File: src/rtl/ixrd_pkg.sv
package ixrd_pkg;

  typedef enum logic [1:0] {
    FS_IDLE = 2'd0,
    FS_REQ  = 2'd1,
    FS_WAIT = 2'd2
  } fetch_st_e;

endpackage

File: src/rtl/ixrd_regfile.sv
module ixrd_regfile #(
  parameter int AW      = 11,
  parameter int DW      = 32,
  parameter int BW      = 8,
  parameter int RAW     = 8,
  parameter int OFS_CTL = 'h33,
  parameter int OFS_ALO = 'h34,
  parameter int OFS_AHI = 'h35,
  parameter int OFS_DAT = 'h38
) (
  input  logic           clk,
  input  logic           rst_n,
  input  logic           wr_i,
  input  logic [RAW-1:0] addr_i,
  input  logic [BW-1:0]  wdata_i,
  output logic [BW-1:0]  rdata_o,
  input  logic           ready_i,
  input  logic [DW-1:0]  data_i,
  output logic           launch_o,
  output logic [AW-1:0]  launch_addr_o
);

  localparam int NB  = DW / BW;
  localparam int HIB = AW - BW;

  logic [BW-1:0] alo_q;
  logic [BW-1:0] ahi_q;
  logic          hit_alo;
  logic          hit_ahi;

  assign hit_alo = (addr_i == RAW'(OFS_ALO));
  assign hit_ahi = (addr_i == RAW'(OFS_AHI));

  always_ff @(posedge clk or negedge rst_n) begin
    if (!rst_n) begin
      alo_q <= '0;
      ahi_q <= '0;
    end else if (wr_i) begin
      if (hit_alo) alo_q <= wdata_i;
      if (hit_ahi) ahi_q <= wdata_i;
    end
  end

  assign launch_o      = wr_i && hit_ahi;
  assign launch_addr_o = {wdata_i[HIB-1:0], alo_q};

  always_comb begin
    rdata_o = '0;
    if (addr_i == RAW'(OFS_CTL)) rdata_o = {{(BW-1){1'b0}}, ready_i};
    if (hit_alo) rdata_o = alo_q;
    if (hit_ahi) rdata_o = ahi_q;
    for (int i = 0; i < NB; i++) begin
      if (addr_i == RAW'(OFS_DAT + i)) rdata_o = data_i[i*BW +: BW];
    end
  end

  AST_AHI_HOLDS_WRITE: assert property (@(posedge clk) disable iff (!rst_n)
    launch_o |=> (ahi_q == $past(wdata_i)));

  AST_ALO_STABLE: assert property (@(posedge clk) disable iff (!rst_n)
    !(wr_i && hit_alo) |=> $stable(alo_q));

endmodule

File: src/rtl/ixrd_fetch.sv
module ixrd_fetch
  import ixrd_pkg::*;
#(
  parameter int AW = 11,
  parameter int DW = 32
) (
  input  logic          clk,
  input  logic          rst_n,
  input  logic          launch_i,
  input  logic [AW-1:0] launch_addr_i,
  output logic          req_valid_o,
  input  logic          req_ready_i,
  output logic [AW-1:0] req_addr_o,
  input  logic          rsp_valid_i,
  input  logic [DW-1:0] rsp_data_i,
  output logic          deliver_o,
  output logic [DW-1:0] deliver_data_o
);

  fetch_st_e     st_q;
  logic          stale_q;
  logic [AW-1:0] pend_q;
  logic [AW-1:0] raddr_q;

  always_ff @(posedge clk or negedge rst_n) begin
    if (!rst_n) begin
      st_q    <= FS_IDLE;
      stale_q <= 1'b0;
      pend_q  <= '0;
      raddr_q <= '0;
    end else begin
      unique case (st_q)
        FS_IDLE: begin
          if (launch_i) begin
            raddr_q <= launch_addr_i;
            st_q    <= FS_REQ;
          end
        end
        FS_REQ: begin
          if (req_ready_i) st_q <= FS_WAIT;
          if (launch_i) begin
            stale_q <= 1'b1;
            pend_q  <= launch_addr_i;
          end
        end
        FS_WAIT: begin
          if (rsp_valid_i) begin
            if (stale_q || launch_i) begin
              raddr_q <= launch_i ? launch_addr_i : pend_q;
              stale_q <= 1'b0;
              st_q    <= FS_REQ;
            end else begin
              st_q <= FS_IDLE;
            end
          end else if (launch_i) begin
            stale_q <= 1'b1;
            pend_q  <= launch_addr_i;
          end
        end
        default: st_q <= FS_IDLE;
      endcase
    end
  end

  assign req_valid_o    = (st_q == FS_REQ);
  assign req_addr_o     = raddr_q;
  assign deliver_o      = (st_q == FS_WAIT) && rsp_valid_i && !stale_q && !launch_i;
  assign deliver_data_o = rsp_data_i;

  AST_REQ_HOLD: assert property (@(posedge clk) disable iff (!rst_n)
    (req_valid_o && !req_ready_i) |=> (req_valid_o && $stable(req_addr_o)));

  AST_ONE_OUTSTANDING: assert property (@(posedge clk) disable iff (!rst_n)
    (req_valid_o && req_ready_i) |=> !req_valid_o);

  AST_NO_DELIVER_ON_LAUNCH: assert property (@(posedge clk) disable iff (!rst_n)
    launch_i |-> !deliver_o);

endmodule

File: src/rtl/ixrd_capture.sv
module ixrd_capture #(
  parameter int DW = 32,
  parameter int BW = 8
) (
  input  logic          clk,
  input  logic          rst_n,
  input  logic          launch_i,
  input  logic          deliver_i,
  input  logic [DW-1:0] deliver_data_i,
  output logic          ready_o,
  output logic [DW-1:0] data_o
);

  localparam int NB = DW / BW;

  logic ready_q;

  always_ff @(posedge clk or negedge rst_n) begin
    if (!rst_n)         ready_q <= 1'b1;
    else if (launch_i)  ready_q <= 1'b0;
    else if (deliver_i) ready_q <= 1'b1;
  end

  assign ready_o = ready_q;

  for (genvar g = 0; g < NB; g++) begin : g_lane
    logic [BW-1:0] lane_q;
    always_ff @(posedge clk or negedge rst_n) begin
      if (!rst_n)         lane_q <= '0;
      else if (deliver_i) lane_q <= deliver_data_i[g*BW +: BW];
    end
    assign data_o[g*BW +: BW] = lane_q;
  end

  AST_READY_CLEAR: assert property (@(posedge clk) disable iff (!rst_n)
    launch_i |=> !ready_o);

  AST_READY_SET: assert property (@(posedge clk) disable iff (!rst_n)
    deliver_i |=> (ready_o && (data_o == $past(deliver_data_i))));

  AST_DATA_STABLE: assert property (@(posedge clk) disable iff (!rst_n)
    !deliver_i |=> $stable(data_o));

endmodule

File: src/rtl/ixrd_port.sv
module ixrd_port #(
  parameter int AW      = 11,
  parameter int DW      = 32,
  parameter int BW      = 8,
  parameter int RAW     = 8,
  parameter int OFS_CTL = 'h33,
  parameter int OFS_ALO = 'h34,
  parameter int OFS_AHI = 'h35,
  parameter int OFS_DAT = 'h38
) (
  input  logic           clk,
  input  logic           rst_n,
  input  logic           reg_wr,
  input  logic [RAW-1:0] reg_addr,
  input  logic [BW-1:0]  reg_wdata,
  output logic [BW-1:0]  reg_rdata,
  output logic           mem_req_valid,
  input  logic           mem_req_ready,
  output logic [AW-1:0]  mem_req_addr,
  input  logic           mem_rsp_valid,
  input  logic [DW-1:0]  mem_rsp_data
);

  logic          launch;
  logic [AW-1:0] launch_addr;
  logic          deliver;
  logic [DW-1:0] deliver_data;
  logic          ready;
  logic [DW-1:0] data;

  ixrd_regfile #(
    .AW(AW), .DW(DW), .BW(BW), .RAW(RAW),
    .OFS_CTL(OFS_CTL), .OFS_ALO(OFS_ALO), .OFS_AHI(OFS_AHI), .OFS_DAT(OFS_DAT)
  ) u_regs (
    .clk(clk), .rst_n(rst_n),
    .wr_i(reg_wr), .addr_i(reg_addr), .wdata_i(reg_wdata), .rdata_o(reg_rdata),
    .ready_i(ready), .data_i(data),
    .launch_o(launch), .launch_addr_o(launch_addr)
  );

  ixrd_fetch #(.AW(AW), .DW(DW)) u_fetch (
    .clk(clk), .rst_n(rst_n),
    .launch_i(launch), .launch_addr_i(launch_addr),
    .req_valid_o(mem_req_valid), .req_ready_i(mem_req_ready), .req_addr_o(mem_req_addr),
    .rsp_valid_i(mem_rsp_valid), .rsp_data_i(mem_rsp_data),
    .deliver_o(deliver), .deliver_data_o(deliver_data)
  );

  ixrd_capture #(.DW(DW), .BW(BW)) u_cap (
    .clk(clk), .rst_n(rst_n),
    .launch_i(launch), .deliver_i(deliver), .deliver_data_i(deliver_data),
    .ready_o(ready), .data_o(data)
  );

endmodule

File: config.mk
export PLATFORM = sky130hd
export DESIGN_NAME = ixrd_port
export DESIGN_NICKNAME = d
export VERILOG_FILES = /design/src/rtl/ixrd_pkg.sv /design/src/rtl/ixrd_regfile.sv /design/src/rtl/ixrd_fetch.sv /design/src/rtl/ixrd_capture.sv /design/src/rtl/ixrd_port.sv
export SDC_FILE = /design/constraint.sdc
export NUM_CORES = 1
export LEC_CHECK = 0
export BUFFER_PORTS_ARGS = -buffer_cell sky130_fd_sc_hd__buf_4
export CAP_MARGIN = 20
export CORE_MARGIN = 5
export CORE_UTILIZATION = 23
export CTS_CLUSTER_SIZE = 10
export DETAILED_ROUTE_END_ITERATION = 12
export SLEW_MARGIN = 20
export SYNTH_ARGS = -nofsm -noshare
export SYNTH_HDL_FRONTEND = slang
export SYNTH_SLANG_ARGS = --single-unit
File: constraint.sdc
create_clock -name clk -period 2.2 [get_ports clk]
set_input_delay 0 -clock clk [delete_from_list [all_inputs] [get_ports clk]]
set_output_delay 0 -clock clk [all_outputs]
set_load 0.01 [all_outputs]
## After elaboration in Yosys (flattened, before gate mapping)

Index checks and enable logic that the tools add are counted.

| cells by class | value |
|---|---|
| equal/unequal tests | 15 |
| multiplexer cells | 25 |
| reduce and logical (&&, ||, !) cells | 17 |

Operators by type and width:

| operator | number |
|---|---|
| 8-bit by 6-bit == test with 1-bit output, second input constant | 7 |
| 11-bit two-way mux | 5 |
| 8-bit two-way mux | 6 |
| 11-bit one-hot mux with 2 select lines | 2 |
| 2-bit AND reduction | 4 |
| 1-bit two-way mux | 7 |
| 2-bit two-way mux | 3 |
| 2-bit by 1-bit inequality test with 1-bit output, second input constant | 3 |
| 2-bit one-hot mux with 3 select lines | 1 |
| 2-bit nonzero test | 3 |
| 1-bit logical AND | 4 |
| 2-bit inequality test, second input constant | 2 |
| 4-bit AND reduction | 1 |
| 3-bit by 2-bit inequality test with 1-bit output, second input constant | 1 |
| 3-bit AND reduction | 1 |
| 2-bit by 1-bit == test with 1-bit output, second input constant | 1 |
| 2-bit == test, second input constant | 1 |
| 1-bit zero test | 2 |
| 2-bit zero test | 1 |
| 1-bit one-hot mux with 2 select lines | 1 |
| 1-bit logical OR | 1 |

| storage, ports and cells | value |
|---|---|
| register bits after elaboration | 74 |
| bits of input ports | 53 |
| output and inout port bits | 20 |
| logic and storage cells | 68 |

## Depth between registers and ports, before layout

Gate-level depths: netlist of the first run.

| logic depth | value |
|---|---|
| depth after elaboration | 8 |
| gate-level depth with buffers | 8 |
| depth with buffers taken out | 6 |

## By module

A second synthesis of the first run with hierarchy kept.

| second synthesis, totals | value |
|---|---|
| cell total of the unflattened synthesis | 276 |
| area, all modules | 4016.4 µm² |

By module, submodules not included:

| module | times used | cells an instance | area each (µm²) |
|---|---|---|---|
| ixrd_fetch | 1 | 107 | 1485.2 |
| ixrd_capture | 1 | 70 | 1377.6 |
| ixrd_regfile | 1 | 99 | 1153.6 |

## Worst setup path after synthesis of the first run

No wires, ideal clock.

| path | value |
|---|---|
| kind | reg-to-reg |
| start point | register u_fetch.st_q[0] |
| end point | register u_fetch.raddr_q[6], in the netlist u_fetch.req_addr_o[6] |
| data arrival time | 1664 ps |
| required time | 2121 ps |
| setup slack | 456 ps |
| cell stages (with the launch flop) | 9 |
| cell sequence | dfrtp_1 -> inv_1 -> ha_1 -> buf_2 -> mux2_2 -> nand4_1 -> clkbuf_1 -> o21ai_0 -> a2bb2oi_1 |

| on the way | value |
|---|---|
| word-level cells in the longest chain between the ends | 3 |

RTL lines:

| what | RTL line | RTL |
|---|---|---|
| from (decl) | ixrd_fetch.sv:20 | `fetch_st_e st_q;` |
| from (signal assigned) | ixrd_fetch.sv:27 | `st_q <= FS_IDLE;` |
| from (signal assigned) | ixrd_fetch.sv:36 | `st_q <= FS_REQ;` |
| from (signal assigned) | ixrd_fetch.sv:40 | `if (req_ready_i) st_q <= FS_WAIT;` |
| 2-bit == test / 2-bit zero test (equally long branches) | ixrd_fetch.sv:32 | `unique case (st_q)` |
| 2-bit by 1-bit inequality test with 1-bit output (no line) (tied with other cells) | n/a |  |
| 4-bit AND reduction (no line) | n/a |  |
| to (signal assigned) | ixrd_fetch.sv:35 | `raddr_q <= launch_addr_i;` |
| to (signal assigned) | ixrd_fetch.sv:49 | `raddr_q <= launch_i ? launch_addr_i : pend_q;` |
| to (decl) | ixrd_fetch.sv:23 | `logic [AW-1:0] raddr_q;` |

Several ways; a longest one is shown, not always the timed one.
A chain may end at the register's enable or synchronous reset.

## Worst setup path in the final report of the first run

| path | value |
|---|---|
| start point | register u_fetch.st_q[0] |
| end point | register u_fetch.raddr_q[9], in the netlist u_fetch.req_addr_o[9] |

Same word-level chain as after synthesis.

==> results of run 1 <==
tightest hold or removal path: cells and delay by family:
| family | cells | cell delay, ns |
|---|---|---|
| buffers and inverters | 1 | 0.11 |
| AOI/OAI and AO/OA | 2 | 0.22 |
| and+or+nand+nor | 1 | 0.11 |
metrics by stage:
step / hold slack, ns / cell area (um^2)
finish: 0.1594 / 5255
CTS: 0.1452 / 5255
global route: 0.1848 / 5255
detailed placement: 0.1992 / 4529
global placement: 0.1820 / 4529
floorplan: -0.2956 / 3754
logic make-up (layout without fill, tap and decap cells):
| family | after synthesis | in the layout | share of synthesized area, % |
|---|---|---|---|
| muxes | 69 | 69 | 26.37 |
| DFF | 74 | 74 | 49.37 |
| and+or+nand+nor | 73 | 73 | 11.67 |
| adders and majority gates | 4 | 4 | 1.333 |
| buffers and inverters | 25 | 147 | 3.666 |
| AOI/OAI and AO/OA | 42 | 42 | 7.600 |
routing by layer:
layer	vias to the layer above	global-route usage, %
li1	1266	-
met1	1245	14.00
met5	-	0
met2	75	15.05
met3	11	4.529
met4	0	2.415
timing repair:
| item | CTS | global route |
|---|---|---|
| setup buffers | 0 | 0 |
| hold buffers | 42 | 0 |
| hold endpoints to repair | 127 | 0 |
power groups by stage:
stage,logic [mW],clock network [mW],registers (mW)
floorplan,0.761,0,1.88
global placement,0.996,0,1.93
finish,1.08,1.50,1.93
global route,1.18,1.58,1.98
CTS,1.09,1.53,1.93
detailed placement,1.02,0,1.95
worst min path at each step:
stage                  start                         to  slack, ns
6_report       mem_req_ready            u_fetch.st_q[0]       0.16
5_1_grt        mem_req_ready            u_fetch.st_q[0]       0.18
4_1_cts        mem_req_ready            u_fetch.st_q[0]       0.15
3_5_place_dp           rst_n  u_cap.g_lane[3].lane_q[1]       0.20
3_3_place_gp           rst_n  u_cap.g_lane[2].lane_q[1]       0.18
2_1_floorplan          rst_n  u_cap.g_lane[0].lane_q[0]      -0.30
cell type report:
type                    instances  area [um^2]
fillers                      1560        10690
flip-flops and latches         74         1853
multi-input cells             188         1763
repair buffers                121         1026
well taps                     216        270.3
clock buffers                  11        252.7
clock inverters                 5        52.55
inverters                      10        37.54
state kept, by name (all words and copies together), names as in the netlist:
register and cells:
u_cap.g_lane.lane_q 32, u_cap.ready_o 1, u_fetch.pend_q 11, u_fetch.req_addr_o 11, u_fetch.st_q 2, u_fetch.stale_q 1
u_regs.ahi_q 8, u_regs.alo_q 8
placed cells by master (no fill, tap or decap), types with 2 or more instances in the layout:
cell type	count
o22ai_1	7
a21oi_1	4
and2_1	12
mux2_2	13
and4bb_2	2
nor2b_1	2
clkinv_2	3
o21ai_0	11
clkbuf_8	2
ha_1	4
nand2_1	36
mux4_2	7
nor2_1	6
mux2_4	39
inv_1	10
dfrtp_1	73
clkbuf_16	9
buf_4	78
nand2b_1	2
nor3_4	2
a2bb2oi_1	10
or3_1	2
mux2i_1	10
a21o_1	2
dlygate4sd3_1	42
nand4bb_4	2
==> impl_results.md, run 1 <==
* Status: finished, final reports clean
* Number of flops mapped to enable cells by yosys at 0
* Ant. Diodes at 0
* Net Switching at 1.108 mW
* Worst setup EP type: flip-flop
* Slowest library cell on the worst path: dfrtp_1
* Hold path cells at 4
* Reg-to-reg critical path startpoint: u_fetch.st_q[0]
* Most area-consuming cells after synthesis: dfrtp_1 49%, mux2_4 16%, mux4_2 4.2%, mux2_2 3.9%, nand2_1 3.6%
* CTS tree: yes
* Leak at 2.474 nW
* Clock Sinks at 74
* Largest area contributor in the netlist: dfrtp_1
* Worst R2R Path Depth at 6
* Placed Instances at 567
* Gr ovfl total at 0
* Vias in the first global route at 2757
* Yosys top cell area share at 48.67%
* WL met2 at 4096 um
* Non-Filler Instances at 625
* CP Depth at 6
* Total core area at 15940 um^2
* CP startpoint: u_fetch.st_q[0]
* Hpwl dp at 6572 um
* Clock share of power at 33.3%
* DRT met1 WL at 4338 um
* Post-Syn Instances at 287
* Die height at 137.8 um
* Total CTS buffers at 9
* Root Buffer: clkbuf_16
* Worst IR drop on VDD at 0.6039 mV
* Critical Path RT at 2.42 ns
* Max FO, Critical Path at 11
* DRT Wirelength at 9196 um
* Worst Path Buf+Inv at 1
* Row count at 46
* Combinational share of power at 23.9%
* Most frequent cell after synthesis: dfrtp_1
* Critical Path Sink: u_fetch.req_addr_o[9]
* Final core occ at 32.96%
* First-pass GRT wire length at 14880 um
* Via count at 2597
* Final Hold Viols at 0
* Slew @ Worst Pin at 0.9303 ns
* Final setup violation count at 0
* RSZ-0062 raised after global routing: no
* Sequential power share at 42.8%
* Mean post-synth cell area at 13.08 um^2
* Wirelength per Cell at 14.71 um
* Post-cts resize count at 0
* CP Launch Type: flip-flop
* Pwr/cell area at 855.8 nW/um^2
* P_int at 3.389 mW
* Detail Route Antenna Nets at 0
* # DRC at 0
* Drt pass-1 iters at 4
* Largest net degree at the start of global routing at 75
* Final Net Count at 461
* CP peak stage delay at 0.41 ns
* Uppermost layer routed: met4
* Total GRT Usage at 10.29%
* Ys Warns at 0
* Met3 Wirelength at 676 um
* R2R Setup Slk at 0.25 ns
* Worst clock skew at 0.005774 ns
* HP Class: primary input to flip-flop
* Initial core utilization at 23.54%
* Critical path type: flip-flop to flip-flop
* Post-synthesis net count at 344
* Final Wtd Congestion at 0.7437
* Top delay family on crit path: flip-flops
* Die area at 18980 um^2
* Yosys reg bits at 74
* Initial antenna violation count at 0
* H-tree depth at 3
* Worst slack at placement at 0.2725 ns
* I/O pins at 73
* Area growth, synth to finish at 40.00%
* Synth Flop Type: dfrtp_1
* R2r endpoint: u_fetch.req_addr_o[9]
* Clock slew at reported path FFs at 0.06 ns
* Worst-path cell chain: inv_1 > ha_1 > mux2_2 > nand4_1 > nand2_1 > o22a_1
* Worst setup margin at 0.2526 ns
* Tcrit/Tclk final at 88.52%
* Slew margin rel. at 37.98%
* Arrival time at the worst endpoint at 2.17 ns
* Distinct cell type count after synthesis at 41
* Clk_lat worst skew at 0.33 ns
* Seq/Total Area, Yosys at 49.37%
* Starting DRT DRC Count at 102
* Setup_tns at 0 ns
* Max Freq at 513.5 MHz
* Max clock buf depth at 2
* Die X at 137.8 um
* Layout cell share with drive strength beyond 1 at 40.10%
* DR vias/cell at 4.155
* Sw frac at 24.64%
* Final Max Slew Viols at 0
* Crit path time final at 1.947 ns
* Max-cap violations at 0
* Most frequent cells after synthesis: 73 x dfrtp_1, 39 x mux2_4, 36 x nand2_1
* Post-Synthesis Cell Area at 3754 um^2
* Total chip power at 4.497 mW
* FFs w/ async S/R, synth at 100.0%
* I/O Buffers at 72
Power figures use the tool's default switching activity.
==> run 2, diff against run 1 <==
--- a/config.mk
+++ b/config.mk
@@ -8,9 +8,10 @@
 export BUFFER_PORTS_ARGS = -buffer_cell sky130_fd_sc_hd__buf_4
 export CAP_MARGIN = 20
 export CORE_MARGIN = 5
-export CORE_UTILIZATION = 23
+export CORE_UTILIZATION = 55
 export CTS_CLUSTER_SIZE = 10
 export DETAILED_ROUTE_END_ITERATION = 12
+export PLACE_DENSITY = 0.8
 export SLEW_MARGIN = 20
 export SYNTH_ARGS = -nofsm -noshare
 export SYNTH_HDL_FRONTEND = slang
==> run 2 against run 1 <==
Against the previous run: sequential cell count did not move; core utilization rose by 41 points; cell area fell by 4.9%; worst setup slack got worse by 0.031 ns; first-iteration DRC count rose by 12%; largest cell class unchanged; global-route usage rose by 12 points; count of clock-buffer cells in the layout did not move.
==> impl_results.md, run 2 (synthesis gave the netlist of run 1 again) <==
* Status: finished, final reports clean
* HP Start: mem_req_ready
* Total core area at 6719 um^2 (-58%)
* DRT Wirelength at 9080 um (-1.3%)
* Setup bufs post-CTS at 0 (unchanged)
* Worst R2R Path Depth at 6 (unchanged)
* Die area at 8577 um^2 (-55%)
* Area of the multi-input gates at 1770 um^2 (+0.43%)
* Worst IR drop on VDD at 0.5717 mV (-5.3%)
* Register Area at 1853 um^2 (unchanged)
* Met3 Wirelength at 607 um (-10%)
* Top reg by flops: u_cap.g_lane.lane_q
* HP Class: primary input to flip-flop
* CTS tree: yes
* Ant. Diodes at 0 (unchanged)
* H-tree depth at 3 (unchanged)
* Max-cap violations at 0 (unchanged)
* Clock Sinks at 74 (unchanged)
* WL met2 at 4676 um (+14%)
* Critical Path RT at 2.43 ns (about the same)
* Total GRT Usage at 22.63% (+12 points)
* Slew margin rel. at 39.32% (+1.3 points)
* Arrival time at the worst endpoint at 2.21 ns (+0.04 ns)
* Gr ovfl total at 0 (unchanged)
* Starting DRT DRC Count at 114 (+12%)
* Crit path time final at 1.979 ns (+0.03133 ns)
* Min-Delay Endpoint: u_fetch.st_q[0]
* Hpwl dp at 5894 um (-10%)
* # fillers at 425 (-73%)
* Worst setup margin at 0.2213 ns (-0.03133 ns)
* Final Net Count at 460 (-0.22%)
* R2R Setup Slk at 0.22 ns (-0.03 ns)
* Worst setup EP type: flip-flop
* Die height at 92.61 um (-33%)
* RSZ-0062 raised after global routing: no
* Vias in the first global route at 2917 (+5.8%)
* Clk_lat worst skew at 0.34 ns (about the same)
* Final Wtd Congestion at 0.8010 (+7.7%)
* Root Buffer: clkbuf_8
* Final Hold Viols at 0 (unchanged)
* Initial antenna violation count at 0 (unchanged)
* Leak at 2.428 nW (-1.9%)
* Die X at 92.61 um (-33%)
* # DRC at 0 (unchanged)
* Max clock buf depth at 2 (unchanged)
* CP Launch Type: flip-flop
* Layout cell share with drive strength beyond 1 at 39.71% (-0.39 points)
* First-pass GRT wire length at 15060 um (+1.2%)
* Max FO, Critical Path at 11 (unchanged)
* Post-route cell area at 4999 um^2 (-4.9%)
* Most common cell after layout, fill and taps aside: buf_4
* Uppermost layer routed: met4
* Hold WS at 0.1548 ns (-0.004516 ns)
* Initial core utilization at 55.87% (+32 points)
* Total CTS buffers at 9 (unchanged)
* Hold path cells at 4 (unchanged)
* Setup_tns at 0 ns (unchanged)
* Max Freq at 505.4 MHz (-1.6%)
* Reg-to-reg critical path startpoint: u_fetch.st_q[0]
* Most frequent cells in the layout: 77 x buf_4, 73 x dfrtp_1, 42 x dlygate4sd3_1
* Total chip power at 4.258 mW (-5.3%)
* Max reg flops at 32 (unchanged)
* Final setup violation count at 0 (unchanged)
* I/O Buffers at 72 (unchanged)
* Worst slack at placement at 0.1151 ns (-0.1574 ns)
* DR vias/cell at 5.598 (+35%)
* Wirelength per Cell at 18.61 um (+26%)
* Area growth, synth to finish at 33.17%
* DP Area at 4352 um^2 (-3.9%)
* R2r endpoint: u_fetch.req_addr_o[9]
* CP startpoint: u_fetch.st_q[0]
* DRT met1 WL at 3562 um (-18%)
* Row count at 30 (-35%)
* Critical path type: flip-flop to flip-flop
* Pwr/cell area at 851.8 nW/um^2 (-0.46%)
* Via count at 2732 (+5.2%)
* Clock slew at reported path FFs at 0.08 ns (+0.02 ns)
* Largest net degree at the start of global routing at 75 (unchanged)
* Drt pass-1 iters at 5 (+1)
* Final Max Slew Viols at 0 (unchanged)
* Detail Route Antenna Nets at 0 (unchanged)
* I/O pins at 73 (unchanged)
* Tcrit/Tclk final at 89.94% (+1.4 points)
* Worst clock skew at 0.007027 ns (+0.001253 ns)
* Slew @ Worst Pin at 0.9102 ns (-0.02008 ns)
[run 2: metrics by stage]
stage | instances | utilization [%]
after floorplan | 287 | -
after global placement | 430 | 64.77
after detailed placement | 430 | 64.77
after CTS | 488 | 74.28
after global routing | 488 | 74.39
final | 488 | 74.39
[run 2: how the worst max path moves through the flow]
stage	slack [ns]	end
final	0.22	u_fetch.req_addr_o[9]
after detailed placement	0.12	u_fetch.pend_q[10]
after CTS	0.12	u_fetch.pend_q[10]
after floorplan	0.46	u_fetch.req_addr_o[6]
after global placement	0.21	u_fetch.pend_q[10]
after global routing	0.09	u_fetch.req_addr_o[9]
[run 2: what timing repair did]
item                       4_1_cts  5_1_grt
hold endpoints to repair       127        0
resized for setup                0        1
setup endpoints to repair        0        1
hold buffers                    42        0
[run 2: per-layer routing]
layer | global-route usage (%) | vias up
met4 | 8.425 | 0
li1 | - | 1258
met3 | 5.686 | 24
met5 | 0 | -
met1 | 27.60 | 1341
met2 | 38.79 | 109
[run 2: final cells by class]
cell class                      count  share of cell area [%]
Timing Repair Buffer              120                   20.38
Clock inverter                      5                   1.552
Multi-Input combinational cell    188                   35.42
Sequential cell                    74                   37.07
Inverter                           10                  0.7509
Tap cell                           80                   2.003
Clock buffer                       11                   2.829
[run 2: power breakdown]
part           switching, mW  leakage, nW  internal [mW]
sequential             0.259        0.971           1.72
combinational          0.375         1.35          0.738
clock                  0.503        0.109          0.667
total                   1.14         2.43           3.12
[run 2: critical path, cell delays in order (launching register included)]
cell and delay, ns:
dfrtp_1 0.40, inv_1 0.11, ha_1 0.31, mux2_2 0.37, nand4_1 0.13, nand2_1 0.26
o22a_1 0.29
==> run 3, diff against run 2 <==
--- a/config.mk
+++ b/config.mk
@@ -6,12 +6,13 @@
 export NUM_CORES = 1
 export LEC_CHECK = 0
 export BUFFER_PORTS_ARGS = -buffer_cell sky130_fd_sc_hd__buf_4
-export CAP_MARGIN = 20
+export CELL_PAD_IN_SITES_DETAIL_PLACEMENT = 1
+export CELL_PAD_IN_SITES_GLOBAL_PLACEMENT = 2
 export CORE_MARGIN = 5
-export CORE_UTILIZATION = 55
+export CORE_UTILIZATION = 37
 export CTS_CLUSTER_SIZE = 10
 export DETAILED_ROUTE_END_ITERATION = 12
-export PLACE_DENSITY = 0.8
+export PLACE_DENSITY_LB_ADDON = 0.25
 export SLEW_MARGIN = 20
 export SYNTH_ARGS = -nofsm -noshare
 export SYNTH_HDL_FRONTEND = slang
==> run 3 against run 2 <==
Against the previous run: total power is 3.8% higher; combinational power about the same; via count shrank 2.5%; worst setup slack better by 0.055 ns; largest power group unchanged; core utilization down 22 points.
==> impl_results.md, run 3 (synthesis gave the netlist of run 1 again) <==
* Clock slew at reported path FFs at 0.08 ns (about the same)
* Clk_lat worst skew at 0.34 ns (about the same)
* CTS tree: yes
* Setup_tns at 0 ns (unchanged)
* Post-cts resize count at 0 (unchanged)
* Worst clock skew at 0.01024 ns (+0.003218 ns)
* HP Class: primary input to async pin
* Worst IR drop on VDD at 0.4768 mV (-17%)
* Max FO, Critical Path at 11 (unchanged)
* I/O pins at 73 (unchanged)
* Top reg by flops: u_cap.g_lane.lane_q
* Most frequent cells in the layout: 79 x buf_4, 73 x dfrtp_1, 42 x dlygate4sd3_1
* Critical Path Sink: u_fetch.req_addr_o[9]
* Root Buffer: clkbuf_8
* R2R Setup Slk at 0.28 ns (+0.06 ns)
* Starting DRT DRC Count at 60 (-47%)
* Drt pass-1 iters at 4 (-1)
* Max-cap violations at 0 (unchanged)
* Initial core utilization at 38.23% (-18 points)
* Initial antenna violation count at 0 (unchanged)
* Final Wtd Congestion at 0.7290 (-9.0%)
* Status: finished, final reports clean
* Largest net degree at the start of global routing at 75 (unchanged)
* R2r endpoint: u_fetch.req_addr_o[9]
* Crit path time final at 1.923 ns (-0.05546 ns)
* DRT Wirelength at 9524 um (+4.9%)
* Final setup violation count at 0 (unchanged)
* Clock Sinks at 74 (unchanged)
* Die area at 12260 um^2 (+43%)
* Layout cell share with drive strength beyond 1 at 40.24% (+0.54 points)
* H-tree depth at 3 (unchanged)
* Tcrit/Tclk final at 87.42% (-2.5 points)
* Total core area at 9819 um^2 (+46%)
* Final Hold Viols at 0 (unchanged)
* Slew @ Worst Pin at 0.6859 ns (-0.2243 ns)
* Total GRT Usage at 16.44% (-6.2 points)
* Critical Path RT at 2.44 ns (about the same)
* # fillers at 1023 (+140%)
* Max reg flops at 32 (unchanged)
* Die height at 110.7 um (+20%)
* First-pass GRT wire length at 16460 um (+9.4%)
* Ant. Diodes at 0 (unchanged)
* Area growth, synth to finish at 36.80%
* Max Freq at 520.0 MHz (+2.9%)
* RSZ-0062 raised after global routing: no
* Detail Route Antenna Nets at 0 (unchanged)
* Wirelength per Cell at 17.54 um (-5.7%)
* Critical path type: flip-flop to flip-flop
* Row count at 36 (+20%)
* Slew margin rel. at 54.03% (+15 points)
* Leak at 2.469 nW (+1.7%)
* Worst R2R Path Depth at 6 (unchanged)
* Final Net Count at 463 (+0.65%)
* Max clock buf depth at 2 (unchanged)
* CP Launch Type: flip-flop
* Non-Filler Instances at 543 (+11%)
* Total CTS buffers at 9 (unchanged)
* Vias in the first global route at 3034 (+4.0%)
* # DRC at 0 (unchanged)
* CP startpoint: u_fetch.st_q[0]
* I/O Buffers at 72 (unchanged)
* Gr ovfl total at 0 (unchanged)
* Die X at 110.7 um (+20%)
* Worst setup EP type: flip-flop
* DR vias/cell at 4.904 (-12%)
* Most common cell after layout, fill and taps aside: buf_4
* Final Max Slew Viols at 0 (unchanged)
* Hpwl dp at 6248 um (+6.0%)
* Setup bufs post-CTS at 0 (unchanged)
* Reg-to-reg critical path startpoint: u_fetch.st_q[0]
* Via count at 2663 (-2.5%)
* Arrival time at the worst endpoint at 2.16 ns (-0.05 ns)
* Placed Instances at 485 (+13%)
* Pwr/cell area at 861.0 nW/um^2 (+1.1%)
run 3: what timing repair did:
action | 4_1_cts | 5_1_grt
endpoints found under the setup margin | 0 | 0
hold buffers | 42 | 0
endpoints found under the hold margin | 127 | 0
run 3: how the worst min path moves through the flow:
stage	cells after the start	endpoint	slack, ns	from
after floorplan	0	u_cap.g_lane[0].lane_q[0]	-0.30	rst_n
after global placement	3	u_regs.ahi_q[3]	0.21	reg_wdata[3]
after detailed placement	3	u_regs.ahi_q[5]	0.21	reg_wdata[5]
after CTS	5	u_regs.ahi_q[6]	0.09	reg_wr
after global routing	2	u_fetch.st_q[0]	0.12	rst_n
final	2	u_fetch.st_q[0]	0.09	rst_n
run 3: metrics by stage:
step / setup slack (ns) / power, mW / instance area [um^2] / hold slack, ns / util, %
3_5_place_dp: 0.2576 / 2.974 / 4433 / 0.2079 / 45.15
2_1_floorplan: 0.4565 / 2.643 / 3754 / -0.2956 / -
3_3_place_gp: 0.3441 / 2.931 / 4433 / 0.2064 / 45.15
6_report: 0.2768 / 4.421 / 5135 / 0.09143 / 52.29
4_1_cts: 0.2411 / 4.433 / 5107 / 0.08786 / 52.01
5_1_grt: 0.05331 / 4.645 / 5135 / 0.1187 / 52.29
run 3: report_power, final:
part           total (mW)  internal (mW)  switching [mW]
Sequential           1.94           1.72           0.226
Combinational        1.10          0.744           0.355
Clock                1.38          0.859           0.522
Total                4.42           3.32            1.10
run 3: worst max-delay path, stage by stage (launching register included):
cell	delay, ns
dfrtp_1	0.41
inv_1	0.11
ha_1	0.27
mux2_2	0.36
nand4_1	0.12
nand2_1	0.26
o22a_1	0.29
run 3: area by class of cell:
cell class                 count  area, um^2  share of cell area [%]
multi-input combinational    188        1763                   34.33
clock buffer                   9       123.9                   2.412
clock inverter                 6       130.1                   2.534
tap                          133       166.4                   3.241
sequential                    74        1853                   36.09
timing repair buffer         123        1061                   20.66
inverter                      10       37.54                  0.7310
run 3: metal layers:
| layer | vias up | GRT usage [%] | part of all wire (%) |
|---|---|---|---|
| met1 | 1347 | 21.12 | 45 |
| met4 | 0 | 4.433 | 0.88 |
| met3 | 7 | 4.258 | 4.6 |
| met2 | 53 | 27.51 | 49 |
| li1 | 1256 | - | - |
| met5 | - | 0 | 0 |
